==> config.mk <==
export PLATFORM = sky130hd
export DESIGN_NAME = segchk_front
export DESIGN_NICKNAME = d
export VERILOG_FILES = /design/src/rtl/segchk_pkg.sv /design/src/rtl/segchk_perm.sv /design/src/rtl/segchk_limit.sv /design/src/rtl/segchk_route.sv /design/src/rtl/segchk_front.sv
export SDC_FILE = /design/constraint.sdc
export NUM_CORES = 1
export LEC_CHECK = 0
export BUFFER_PORTS_ARGS = -buffer_cell sky130_fd_sc_hd__buf_2
export CORE_MARGIN = 3
export CORE_UTILIZATION = 30
export CTS_CLUSTER_SIZE = 25
export DETAILED_ROUTE_END_ITERATION = 7
export HOLD_SLACK_MARGIN = 0.05
export PLACE_DENSITY = 0.52
export SLEW_MARGIN = 20
export SYNTH_ARGS = -nofsm -noshare
export SYNTH_HDL_FRONTEND = slang
export SYNTH_SLANG_ARGS = --single-unit
export TNS_END_PERCENT = 100
==> constraint.sdc <==
create_clock -name clk -period 0.9 [get_ports clk]
set_input_delay 0 -clock clk [delete_from_list [all_inputs] [get_ports clk]]
set_output_delay 0 -clock clk [all_outputs]
set_load 0.01 [all_outputs]
==> src/rtl/segchk_pkg.sv <==
package segchk_pkg;
  typedef enum logic [1:0] {
    ACC_READ  = 2'b00,
    ACC_WRITE = 2'b01,
    ACC_FETCH = 2'b10,
    ACC_RSVD  = 2'b11
  } acc_kind_e;

  typedef struct packed {
    logic fault;
    logic paging;
  } verdict_t;
endpackage

==> src/rtl/segchk_perm.sv <==
module segchk_perm
  import segchk_pkg::*;
(
  input  logic [1:0] kind,
  input  logic       readable,
  input  logic       writable,
  output logic       wr_deny,
  output logic       rd_deny,
  output logic       perm_fault
);
  logic is_write, is_fetch;

  always_comb begin
    is_write   = (kind == ACC_WRITE);
    is_fetch   = (kind == ACC_FETCH);
    wr_deny    = is_write && !writable;
    // anything that is neither write nor fetch counts as a data read
    rd_deny    = !is_write && !is_fetch && !readable;
    perm_fault = wr_deny || rd_deny;
  end
endmodule

==> src/rtl/segchk_limit.sv <==
module segchk_limit #(
  parameter int ADDR_W = 32,
  parameter int SIZE_W = 4
) (
  input  logic [ADDR_W-1:0] addr,
  input  logic [SIZE_W-1:0] size,
  input  logic [ADDR_W-1:0] base,
  input  logic [ADDR_W-1:0] limit,
  input  logic              expand_down,
  output logic              wrapped,
  output logic              limit_fault
);
  localparam int SUM_W = ADDR_W + 1;

  function automatic logic [SUM_W-1:0] span_end(input logic [ADDR_W-1:0] a,
                                                 input logic [SIZE_W-1:0] s);
    return {1'b0, a} + SUM_W'(s);
  endfunction

  function automatic logic up_violation(input logic [ADDR_W-1:0] a,
                                        input logic [SUM_W-1:0]  e,
                                        input logic [ADDR_W-1:0] b,
                                        input logic [ADDR_W-1:0] l);
    logic past_top;
    past_top = ({1'b0, l} < e);
    if (l >= b) return past_top;
    return past_top && (a < b);
  endfunction

  function automatic logic down_violation(input logic [ADDR_W-1:0] a,
                                          input logic [SUM_W-1:0]  e,
                                          input logic [ADDR_W-1:0] b,
                                          input logic [ADDR_W-1:0] l);
    logic low_hit, high_hit;
    low_hit  = (a <= l);
    high_hit = (e >= {1'b0, b});
    if (l < b) return low_hit || high_hit;
    return low_hit && high_hit;
  endfunction

  logic [SUM_W-1:0] end_addr;
  logic             up_bad, down_bad;

  always_comb begin
    end_addr    = span_end(addr, size);
    wrapped     = (limit < base);
    up_bad      = up_violation(addr, end_addr, base, limit);
    down_bad    = down_violation(addr, end_addr, base, limit);
    limit_fault = expand_down ? down_bad : up_bad;
  end
endmodule

==> src/rtl/segchk_route.sv <==
module segchk_route
  import segchk_pkg::*;
(
  input  logic     pe,
  input  logic     pg,
  input  logic     lma,
  input  logic     cs_long,
  input  logic     perm_fault,
  input  logic     limit_fault,
  output logic     checks_on,
  output verdict_t verdict
);
  always_comb begin
    checks_on      = pe && !(lma && cs_long);
    verdict.fault  = checks_on && (perm_fault || limit_fault);
    verdict.paging = pe && pg && !verdict.fault;
  end
endmodule

==> src/rtl/segchk_front.sv <==
module segchk_front
  import segchk_pkg::*;
#(
  parameter int ADDR_W       = 32,
  parameter int SIZE_W       = 4,
  parameter int FAULT_CODE_W = 16
) (
  input  logic                    clk,
  input  logic                    rst_n,
  input  logic                    req_valid,
  input  logic [ADDR_W-1:0]       req_addr,
  input  logic [SIZE_W-1:0]       req_size,
  input  logic [1:0]              req_kind,
  input  logic                    seg_readable,
  input  logic                    seg_writable,
  input  logic                    seg_expand_down,
  input  logic [ADDR_W-1:0]       seg_base,
  input  logic [ADDR_W-1:0]       seg_limit,
  input  logic                    mode_pe,
  input  logic                    mode_pg,
  input  logic                    mode_lma,
  input  logic                    mode_cs_long,
  output logic                    rsp_valid,
  output logic                    rsp_fault,
  output logic [FAULT_CODE_W-1:0] rsp_fault_code,
  output logic                    rsp_need_paging,
  output logic [ADDR_W-1:0]       rsp_addr
);
  logic     ev_wr_deny, ev_rd_deny, ev_perm_fault;
  logic     ev_wrapped, ev_limit_fault;
  logic     ev_checks_on;
  verdict_t ev_verdict;

  segchk_perm u_perm (
    .kind       (req_kind),
    .readable   (seg_readable),
    .writable   (seg_writable),
    .wr_deny    (ev_wr_deny),
    .rd_deny    (ev_rd_deny),
    .perm_fault (ev_perm_fault)
  );

  segchk_limit #(.ADDR_W(ADDR_W), .SIZE_W(SIZE_W)) u_limit (
    .addr        (req_addr),
    .size        (req_size),
    .base        (seg_base),
    .limit       (seg_limit),
    .expand_down (seg_expand_down),
    .wrapped     (ev_wrapped),
    .limit_fault (ev_limit_fault)
  );

  segchk_route u_route (
    .pe          (mode_pe),
    .pg          (mode_pg),
    .lma         (mode_lma),
    .cs_long     (mode_cs_long),
    .perm_fault  (ev_perm_fault),
    .limit_fault (ev_limit_fault),
    .checks_on   (ev_checks_on),
    .verdict     (ev_verdict)
  );

  always_ff @(posedge clk or negedge rst_n) begin
    if (!rst_n) begin
      rsp_valid       <= 1'b0;
      rsp_fault       <= 1'b0;
      rsp_need_paging <= 1'b0;
      rsp_addr        <= '0;
    end else begin
      rsp_valid       <= req_valid;
      rsp_fault       <= req_valid && ev_verdict.fault;
      rsp_need_paging <= req_valid && ev_verdict.paging;
      if (req_valid) rsp_addr <= req_addr;
    end
  end

  // every fault is a general protection fault with error code zero
  assign rsp_fault_code = '0;

  assert_strobe_follows_R10: assert property (@(posedge clk) disable iff (!rst_n)
    req_valid |=> rsp_valid);

  assert_idle_quiet_R10: assert property (@(posedge clk) disable iff (!rst_n)
    !req_valid |=> (!rsp_valid && !rsp_fault && !rsp_need_paging));

  assert_real_passthru_R1: assert property (@(posedge clk) disable iff (!rst_n)
    (req_valid && !mode_pe) |=>
      (!rsp_fault && !rsp_need_paging && rsp_addr == $past(req_addr)));

  assert_long_skip_R2: assert property (@(posedge clk) disable iff (!rst_n)
    (req_valid && mode_pe && mode_lma && mode_cs_long) |=> !rsp_fault);

  assert_write_deny_R3: assert property (@(posedge clk) disable iff (!rst_n)
    (req_valid && ev_checks_on && req_kind == ACC_WRITE && !seg_writable) |=> rsp_fault);

  assert_fetch_no_perm_R4: assert property (@(posedge clk) disable iff (!rst_n)
    (req_kind == ACC_FETCH) |-> !ev_perm_fault);

  assert_wrap_up_above_R6: assert property (@(posedge clk) disable iff (!rst_n)
    (!seg_expand_down && ev_wrapped && req_addr >= seg_base) |-> !ev_limit_fault);

  assert_paging_excl_R9: assert property (@(posedge clk) disable iff (!rst_n)
    rsp_valid |-> !(rsp_fault && rsp_need_paging));

  assert_paging_needs_pg_R9: assert property (@(posedge clk) disable iff (!rst_n)
    (req_valid && !(mode_pe && mode_pg)) |=> !rsp_need_paging);
endmodule

==> flow_summary.ini, run 1 <==
[logic_synthesis]
synth_flop_cell = dfrtp_1
yosysSeqAreaShare_pct = 14.7
synthTopCellsByArea = ha_1 34%, dfrtp_1 15%, inv_1 6.4%
avgSynthCellArea_um2 = 8.41
synth_edf_count = 0
synth_cell_type_count = 59
synth_area_um2 = 5940
netlist.area_leader.share_pct = 34.3
yosysWarningCount = 0
synth_top_cell_by_area = ha_1
ys_ff_latch = 35
async_flop_share_pct = 100
synth_cells = 707

[worst_hold_path]
holdCritPathClass = primary input to flip-flop
whs_path_depth = 3

[sta]
setup_viol = 2
max_freq_ghz = 0.315
layout_min_cycle_time_ns = 3.17
skew_ns = 0
rsz0062_at_grt = yes
slew_violations = 0
period_share_pct = 353
hold_viol = 0
setup_slack_ns = -2.27

[finish]
fin_nets = 1316
syn2layout_area_growth_pct = 45.7
final_common_cell = buf_4
drive_gt1_share_pct = 38.5
insertedDiodeCount = 0
n_fill_cell = 1926
layout.cells.non_filler = 1301
final_cell_mix = 173 x buf_4, 162 x ha_1, 144 x buf_2

[floorplanning]
die_h_um = 147
initial_core_util_pct = 31.1
io_pins = 163
core-area_um2 = 19100
rows = 50
die-width_um = 147
die-area_um2 = 21500

[placed_design]
dp_cells = 1281
gp_congestion = 0.870
portBuffers = 146
dp_hpwl_mm = 18.1
place_ws_ns = -2.66

[global_routing]
antenna_found_initial = 0
grt_overflow = 0
grtUsageTotal_pct = 19.5
grt_max_degree = 36
grt_pass1_vias = 6426
grt_pass1_wl_mm = 33.8

[worst_setup_path]
slowest_stage = fa_2
crit_chain = buf_8, ha_4, fa_2, a21o_4, a21oi_4, nor2_4, buf_4, nand4_1, xnor2_1, ha_1, nand4_1, buf_4, inv_1, a22oi_1, and4b_1, o21ai_2, maj3_2, a221oi_2, nor2_1
rr_worst_depth = 1
critPathRequiredTime_ns = 1.08
worstSetupEndpointType = flip-flop
crit_buf_inv = 4
worst_setup_path_start_kind = primary input
r2r_slack_ns = 0.12
crit_arrival_ns = 3.35
crit_fanout = 5
cp_num_cells = 19
slowest_delay_ns = 0.37
path_class = primary input to flip-flop
path_delay_family = adder cells

[cts]
clkLatencyLatePin_ns = 0.29
cts_buffers = 5
clockBufferDepth = 2
cts_tree = built
cts_sinks = 35
cts-root-buf = clkbuf_16
cts.htree.levels = 2
path_clk_slew_ns = 0.06

[route]
vias = 6291
drc = 0
routed_wl_mm = 20.9
drtAntennaViolNets = 0
dr.pass1.iters = 5
drt_iter0_markers = 290
routedWlPerCell_um = 16.1
drt-vias-per-instance = 4.84

[run_status]
violations = negative setup slack
status = finished with violations

[pwr]
ir_drop_mv = 0.676
total_leakage_power_nw = 4.72
power_density_nw_per_um2 = 858

[flow_run]
maxCapViolations = 0
-- metrics by stage --
step / total power [mW] / cell area, um2 / util [%] / hold slack (ns) / TNS (ns)
after floorplan: 3.73 / 6050 / - / -0.296 / -4.39
after global placement: 5.49 / 8290 / 43.5 / -0.0137 / -5.15
after detailed placement: 5.52 / 8290 / 43.5 / -0.0125 / -5.28
after CTS: 7.48 / 8610 / 45.1 / 0.0600 / -4.46
after global routing: 8.07 / 8660 / 45.4 / 0.0632 / -4.87
final: 7.43 / 8660 / 45.4 / 0.0680 / -4.51
-- timing repair --
action | 4_1_cts | 5_1_grt
pin swaps | 10 | 6
buffers inserted | 4 | 1
hold buffers | 7 | 0
endpoints found under the hold margin | 38 | 0
setup endpoints to repair | 2 | 2
resized for setup | 20 | 9
-- flip-flops by register name, indices dropped and copies added (netlist names) --
| name | count |
|---|---|
| rsp_valid | 1 |
| rsp_addr | 32 |
| rsp_fault | 1 |
| rsp_need_paging | 1 |
-- worst min-delay path, cell delays in order --
cell	delay (ns)
buf_8	0.08
buf_4	0.11
mux2_2	0.13
-- Yosys cell counts (all sizes together) (15+ instances only) --
master and number:
mux2 32, buf 17, nand2 44, inv 102, xnor2 15, ha 163, nand3 24, xor2 17
nor2 31, dfrtp 35, nand4 34, o21ai 24, a21oi 59
-- report_power, final --
part,internal (mW),switching [mW]
Sequential,1.72,0.0736
Clock,1.01,0.772
Combinational,1.90,1.94
Total,4.64,2.79
-- path summary, 6_finish.rpt --
kind / startpoint / endpoint
worst max-delay path: req_addr[0] / rsp_fault
worst min register to register: rsp_addr[20] / rsp_addr[20]
max in group asynchronous: rst_n / rsp_addr[12]
worst min-delay path: req_addr[0] / rsp_addr[0]
min in group asynchronous: rst_n / rsp_addr[24]
worst max register to register: rsp_addr[6] / rsp_addr[6]
-- routing by layer --
| layer | global-route usage (%) | routed length [um] | up-vias |
|---|---|---|---|
| li1 | - | - | 3206 |
| met1 | 27.7 | 10500 | 2915 |
| met2 | 31.8 | 9320 | 148 |
| met3 | 3.02 | 897 | 22 |
| met4 | 3.01 | 221 | 0 |
| met5 | 0 | 0 | - |
-- logic make-up after synthesis --
group / Yosys count / share of synthesized area, %
compound gates: 136 / 14.4
xor+xnor: 32 / 4.72
fa+ha+maj: 165 / 34.8
buf+inv: 122 / 8.84
flops: 35 / 14.7
mux: 32 / 6.06
other cells: 1 / 0.0631
simple gates: 184 / 16.4
-- cell type report --
cell class              count  area [um2]  share of cell area (%)
clock buffers               5         125                    1.44
clock inverters             3        15.0                   0.173
inverters                 102         383                    4.42
multi-input cells         565        4740                    54.7
flip-flops and latches     35         876                    10.1
well taps                 260         325                    3.76
repair buffers            331        2200                    25.4
(Power assumes the default switching activity.)
==> run 2, diff against run 1 <==
- BUFFER_PORTS_ARGS: -buffer_cell sky130_fd_sc_hd__buf_2 -> default
- CORE_MARGIN: 3 -> 4
- DONT_BUFFER_PORTS: default -> 1
- PLACE_DENSITY: 0.52 -> 0.45
==> run 2 against run 1 <==
The run ends with negative hold slack, negative setup slack left. Register-to-register slack barely moved. Clock power rose by 8%. Combinational power fell by 12%. Cell count fell by 11%. Clock skew did not move. Utilization fell by 3.8 points. Die area rose by 2.7%. Worst hold slack got worse by 0.34 ns. Sequential share of layout area rose by 0.71 points. First-iteration DRC count fell by 24%. Largest power group unchanged.
==> flow_summary.ini, run 2 (synthesized netlist as in run 1, its figures left out) <==
[pwr]
power_density_nw_per_um2 = 878
total_leakage_power_nw = 4.12
power.total_mw = 7.10
ir_drop_mv = 0.815

[global_routing]
antenna_found_initial = 0
grt_overflow = 0
grtUsageTotal_pct = 19.9
grt_max_degree = 36
grt_pass1_wl_mm = 34.1
grt_pass1_vias = 6229

[cts]
cts_buffers = 5
cts_tree = built
cts-root-buf = clkbuf_16
cts.htree.levels = 2
clockBufferDepth = 2
cts_sinks = 35
cts_hold_buf = 39
clkLatencyLatePin_ns = 0.29
path_clk_slew_ns = 0.08

[finish]
n_fill_cell = 1964
multiInputGateArea_um2 = 4830
largest_reg_flops = 32
syn2layout_area_growth_pct = 36.2
regMostFlops = rsp_addr
final_cell_mix = 161 x ha_1, 143 x buf_4, 102 x inv_1
final_common_cell = ha_1
drive_gt1_share_pct = 26.4
regArea_um2 = 876
layout.cells.non_filler = 1160
fin_nets = 1170
insertedDiodeCount = 0

[sta]
slew_violations = 0
skew_ns = 0
holdWs_ns = -0.268
period_share_pct = 328
hold_viol = 33
rsz0062_at_grt = yes
tightest_slew_ns = 0.517
layout_min_cycle_time_ns = 2.95
setup_slack_ns = -2.05
maxSlewHeadroom_pct = 64.6
max_freq_ghz = 0.339
setup_viol = 2

[floorplanning]
core-area_um2 = 19500
io_pins = 163
rows = 51
die-width_um = 149
initial_core_util_pct = 30.5
die-area_um2 = 22100
die_h_um = 149

[route]
dr.pass1.iters = 4
drc = 0
drt_iter0_markers = 219
routedWlPerCell_um = 19.0
drtAntennaViolNets = 0
drt-vias-per-instance = 5.08
vias = 5889
routed_wl_mm = 22.0

[worst_hold_path]
holdCritPathClass = primary input to flip-flop

[flow_run]
maxCapViolations = 0

[worst_setup_path]
worstSetupEndpointType = flip-flop
crit_fanout = 5
path_class = primary input to flip-flop
worst_setup_path_start_kind = primary input
critPathRequiredTime_ns = 1.10
crit_arrival_ns = 3.15

[placed_design]
dp_cells = 1101
place_ws_ns = -2.51
gp_congestion = 0.838
dp_hpwl_mm = 18.4
portBuffers = 0

[run_status]
violations = negative hold slack, negative setup slack
status = finished with violations
-- run 2: changes by cell type in the layout (fill, tap and decap cells not counted), moves of 3 or more --
| cell | before | now |
|---|---|---|
| a21oi_1 | 54 | 51 |
| xor2_1 | 17 | 12 |
| dlygate4sd3_1 | 7 | 38 |
| buf_2 | 144 | 0 |
| buf_4 | 173 | 143 |
| a21oi_2 | 3 | 6 |
| clkinv_2 | 3 | 0 |
| xor2_2 | 0 | 5 |
-- run 2: power breakdown --
group / internal [mW] / switching [mW] / leakage [nW]
clock network: 1.04 / 0.896 / 0.0664
registers: 1.72 / 0.0856 / 0.413
logic: 1.76 / 1.60 / 3.64
-- run 2: layer usage --
metal	up-vias	global-route usage [%]	share of wire, %
met5	-	0	0
met4	0	3.62	1.4
met3	22	6.11	7.6
met2	169	34.7	48
met1	2788	24.5	43
li1	2910	-	-
-- run 2: area by class of cell --
type | count | area share [%]
clock buffers | 5 | 1.55
inverters | 102 | 4.73
clock inverters | 3 | 0.294
repair buffers | 185 | 18.8
well taps | 265 | 4.10
multi-input cells | 565 | 59.7
flip-flops and latches | 35 | 10.8
-- run 2: critical path, cell delays in order --
cell and delay [ns]:
ha_4 0.14, fa_2 0.35, a21o_4 0.22, a21oi_4 0.14
buf_12 0.14, nor2_4 0.05, nand2_2 0.07, nor2_1 0.05
xor2_1 0.17, ha_1 0.34, a211oi_2 0.19, o21bai_1 0.08
a211o_1 0.26, and4b_1 0.26, o21ai_1 0.07, maj3_2 0.32
a221oi_2 0.24, nor2_1 0.07
-- run 2: metrics by stage --
stage	setup TNS [ns]	utilization, %	cell area (um2)
final	-4.09	41.6	8100
after global routing	-4.34	41.6	8100
after CTS	-4.24	40.8	7930
after detailed placement	-4.97	37.2	7240
after global placement	-4.89	37.2	7240
after floorplan	-4.39	-	6050
-- run 2: path summary, 6_finish.rpt --
kind	end	cells after the start	start	slack, ns
max	rsp_fault	18	req_addr[0]	-2.05
min	rsp_valid	0	req_valid	-0.27
max reg2reg	rsp_addr[3]	1	rsp_addr[3]	0.13
min reg2reg	rsp_addr[20]	1	rsp_addr[20]	0.51
max in group asynchronous	rsp_addr[9]	2	rst_n	0.48
min in group asynchronous	rsp_addr[27]	2	rst_n	0.20
-- run 2: timing repair --
action | 4_1_cts | 5_1_grt
pin swaps | 15 | 23
gates resized for setup | 14 | 28
buffers inserted | 10 | 2
endpoints found under the setup margin | 2 | 2
endpoints found under the hold margin | 70 | 33
==> run 3, diff against run 2 <==
- CELL_PAD_IN_SITES_DETAIL_PLACEMENT: default -> 1
- CELL_PAD_IN_SITES_GLOBAL_PLACEMENT: default -> 1
- PLACE_DENSITY: 0.45 -> 0.56
==> run 3 against run 2 <==
The flow still finishes with violations (negative hold slack, negative setup slack). Utilization is 0.56 points lower. Clock power is 11% higher. Worst setup slack worse by 0.11 ns. Global-route usage is 1.2 points higher. Critical path depth stayed put. Clock skew did not move. Cell count fell by 0.69%. Non-clock buffer count down 8. Largest cell class unchanged. Fmax is 3.7% lower. Critical endpoint unchanged. Register-to-register slack barely moved. First-iteration DRC count is 18% lower.
==> flow_summary.ini, run 3 (synthesized netlist as in run 1, its figures left out) <==
[finish]
insertedDiodeCount = 0
final_area_um2 = 7990
layout.cells.non_filler = 1152
syn2layout_area_growth_pct = 34.4
final_common_cell = ha_1
final_cell_mix = 160 x ha_1, 137 x buf_4, 102 x inv_1
fin_nets = 1162
regMostFlops = rsp_addr
drive_gt1_share_pct = 25.0
largest_reg_flops = 32

[global_routing]
grtUsageTotal_pct = 21.1
antenna_found_initial = 0
grt_overflow = 0
grt_pass1_vias = 6692
grt_pass1_wl_mm = 36.4
grt_max_degree = 36

[placed_design]
dp_hpwl_mm = 19.4
portBuffers = 0
dp_cells = 1096
gp_congestion = 0.886
dpl-instance-area_um2 = 7210

[floorplanning]
die-area_um2 = 22100
initial_core_util_pct = 30.5
rows = 51
die-width_um = 149
die_h_um = 149
core-area_um2 = 19500
io_pins = 163

[pwr]
power_density_nw_per_um2 = 925
total_leakage_power_nw = 4.07
p_int_mw = 4.86
ir_drop_mv = 0.657
pwr-share-clk_pct = 29.3
net-switching-power_mw = 2.53
swShare_pct = 34.3
seqPwrFrac_pct = 24.5
combPwrFrac_pct = 46.2

[worst_hold_path]
hold_path_end = rsp_valid
whs_path_depth = 0
holdCritPathClass = primary input to flip-flop
worstHoldStart = req_valid

[worst_setup_path]
cp_num_cells = 18
worst_setup_path_start_kind = primary input
slowest_stage = fa_2
worstSetupEndpointType = flip-flop
crit_fanout = 6
critPathRequiredTime_ns = 1.08
slowest_delay_ns = 0.35
rr_worst_depth = 1
crit_chain = ha_4, fa_2, a21o_4, a21oi_4, buf_12, nor4_4, and2_4, nand2_2, xnor2_2, ha_1, a21oi_2, o21ai_2, a211o_1, and4b_1, o21ai_1, maj3_2, a221oi_2, nor2_1
crit_buf_inv = 1
path_class = primary input to flip-flop
crit_arrival_ns = 3.25
r2r_slack_ns = 0.13
path_delay_family = compound AO/OA/AOI/OAI gates
r2r_start = rsp_addr[9]
reg2reg_to = rsp_addr[9]

[sta]
layout_min_cycle_time_ns = 3.07
maxSlewHeadroom_pct = 67.3
setup_slack_ns = -2.17
skew_ns = 0
tightest_slew_ns = 0.485
rsz0062_at_grt = yes
holdWs_ns = -0.263
max_freq_ghz = 0.326
finalSetupTns_ns = -4.27
setup_viol = 2
period_share_pct = 341
hold_viol = 33
slew_violations = 0

[run_status]
violations = negative hold slack, negative setup slack
status = finished with violations

[route]
drtAntennaViolNets = 0
drt-vias-per-instance = 5.17
routed_wl_mm = 23.1
drt_iter0_markers = 179
dr.pass1.iters = 4
vias = 5961
routedWlPerCell_um = 20.1
drc = 0

[cts]
clockBufferDepth = 2
cts_hold_buf = 39
cts_buffers = 5
cts_sinks = 35
cts.htree.levels = 2
clkLatencyLatePin_ns = 0.29
cts_tree = built
cts-root-buf = clkbuf_16
path_clk_slew_ns = 0.06

[flow_run]
maxCapViolations = 0
==> run 3: changes by cell type in the layout (fill, tap and decap cells not counted), sizes merged <==
cell | before | now
clkbuf | 5 | 6
buf | 147 | 139
bufinv | 0 | 1
clkinv | 0 | 1
clkinvlp | 2 | 0
inv | 103 | 102
==> run 3: metrics by stage <==
stage                     worst slack [ns]  power (mW)  hold WS, ns  utilization, %
after floorplan                      -2.22        3.73       -0.296               -
after global placement               -2.46        4.76       -0.294            37.1
after detailed placement             -2.54        4.92       -0.294            37.1
after CTS                            -2.18        7.46       -0.274            40.8
after global routing                 -2.34        8.00       -0.276            41.0
final                                -2.17        7.39       -0.263            41.0
==> run 3: layout make-up <==
cell class / count / area [um2]
Fill cell: 2344 / 11500
Sequential cell: 35 / 876
Clock buffer: 6 / 139
Tap cell: 265 / 332
Clock inverter: 2 / 35.0
Inverter: 102 / 383
Timing Repair Buffer: 177 / 1460
Multi-Input combinational cell: 565 / 4770
==> run 3: what timing repair did <==
item | CTS | global route
setup buffers | 8 | 1
pin swaps | 19 | 4
setup endpoints to repair | 2 | 2
gates resized for setup | 20 | 7
gates cloned | 0 | 0
hold endpoints to repair | 70 | 33
==> run 3: per-layer routing <==
metal | GRT usage [%] | share of wire [%]
met3 | 4.92 | 5.5
met1 | 26.1 | 44
met5 | 0 | 0
met2 | 37.4 | 49
met4 | 4.16 | 1.4
==> run 3: worst max-delay path by stage <==
stage	startpoint	end	slack [ns]
final	req_addr[0]	rsp_fault	-2.17
after global routing	req_addr[0]	rsp_fault	-2.34
after CTS	req_addr[0]	rsp_fault	-2.18
after detailed placement	req_addr[0]	rsp_fault	-2.54
after global placement	req_addr[0]	rsp_fault	-2.46
after floorplan	req_addr[0]	rsp_fault	-2.22
==> run 3: power by group through the flow <==
stage	clock (mW)	sequential (mW)	combinational (mW)
after floorplan	0	1.90	1.83
after global placement	0	1.83	2.93
after detailed placement	0	1.84	3.08
after CTS	2.25	1.81	3.40
after global routing	2.32	1.83	3.85
final	2.16	1.81	3.41
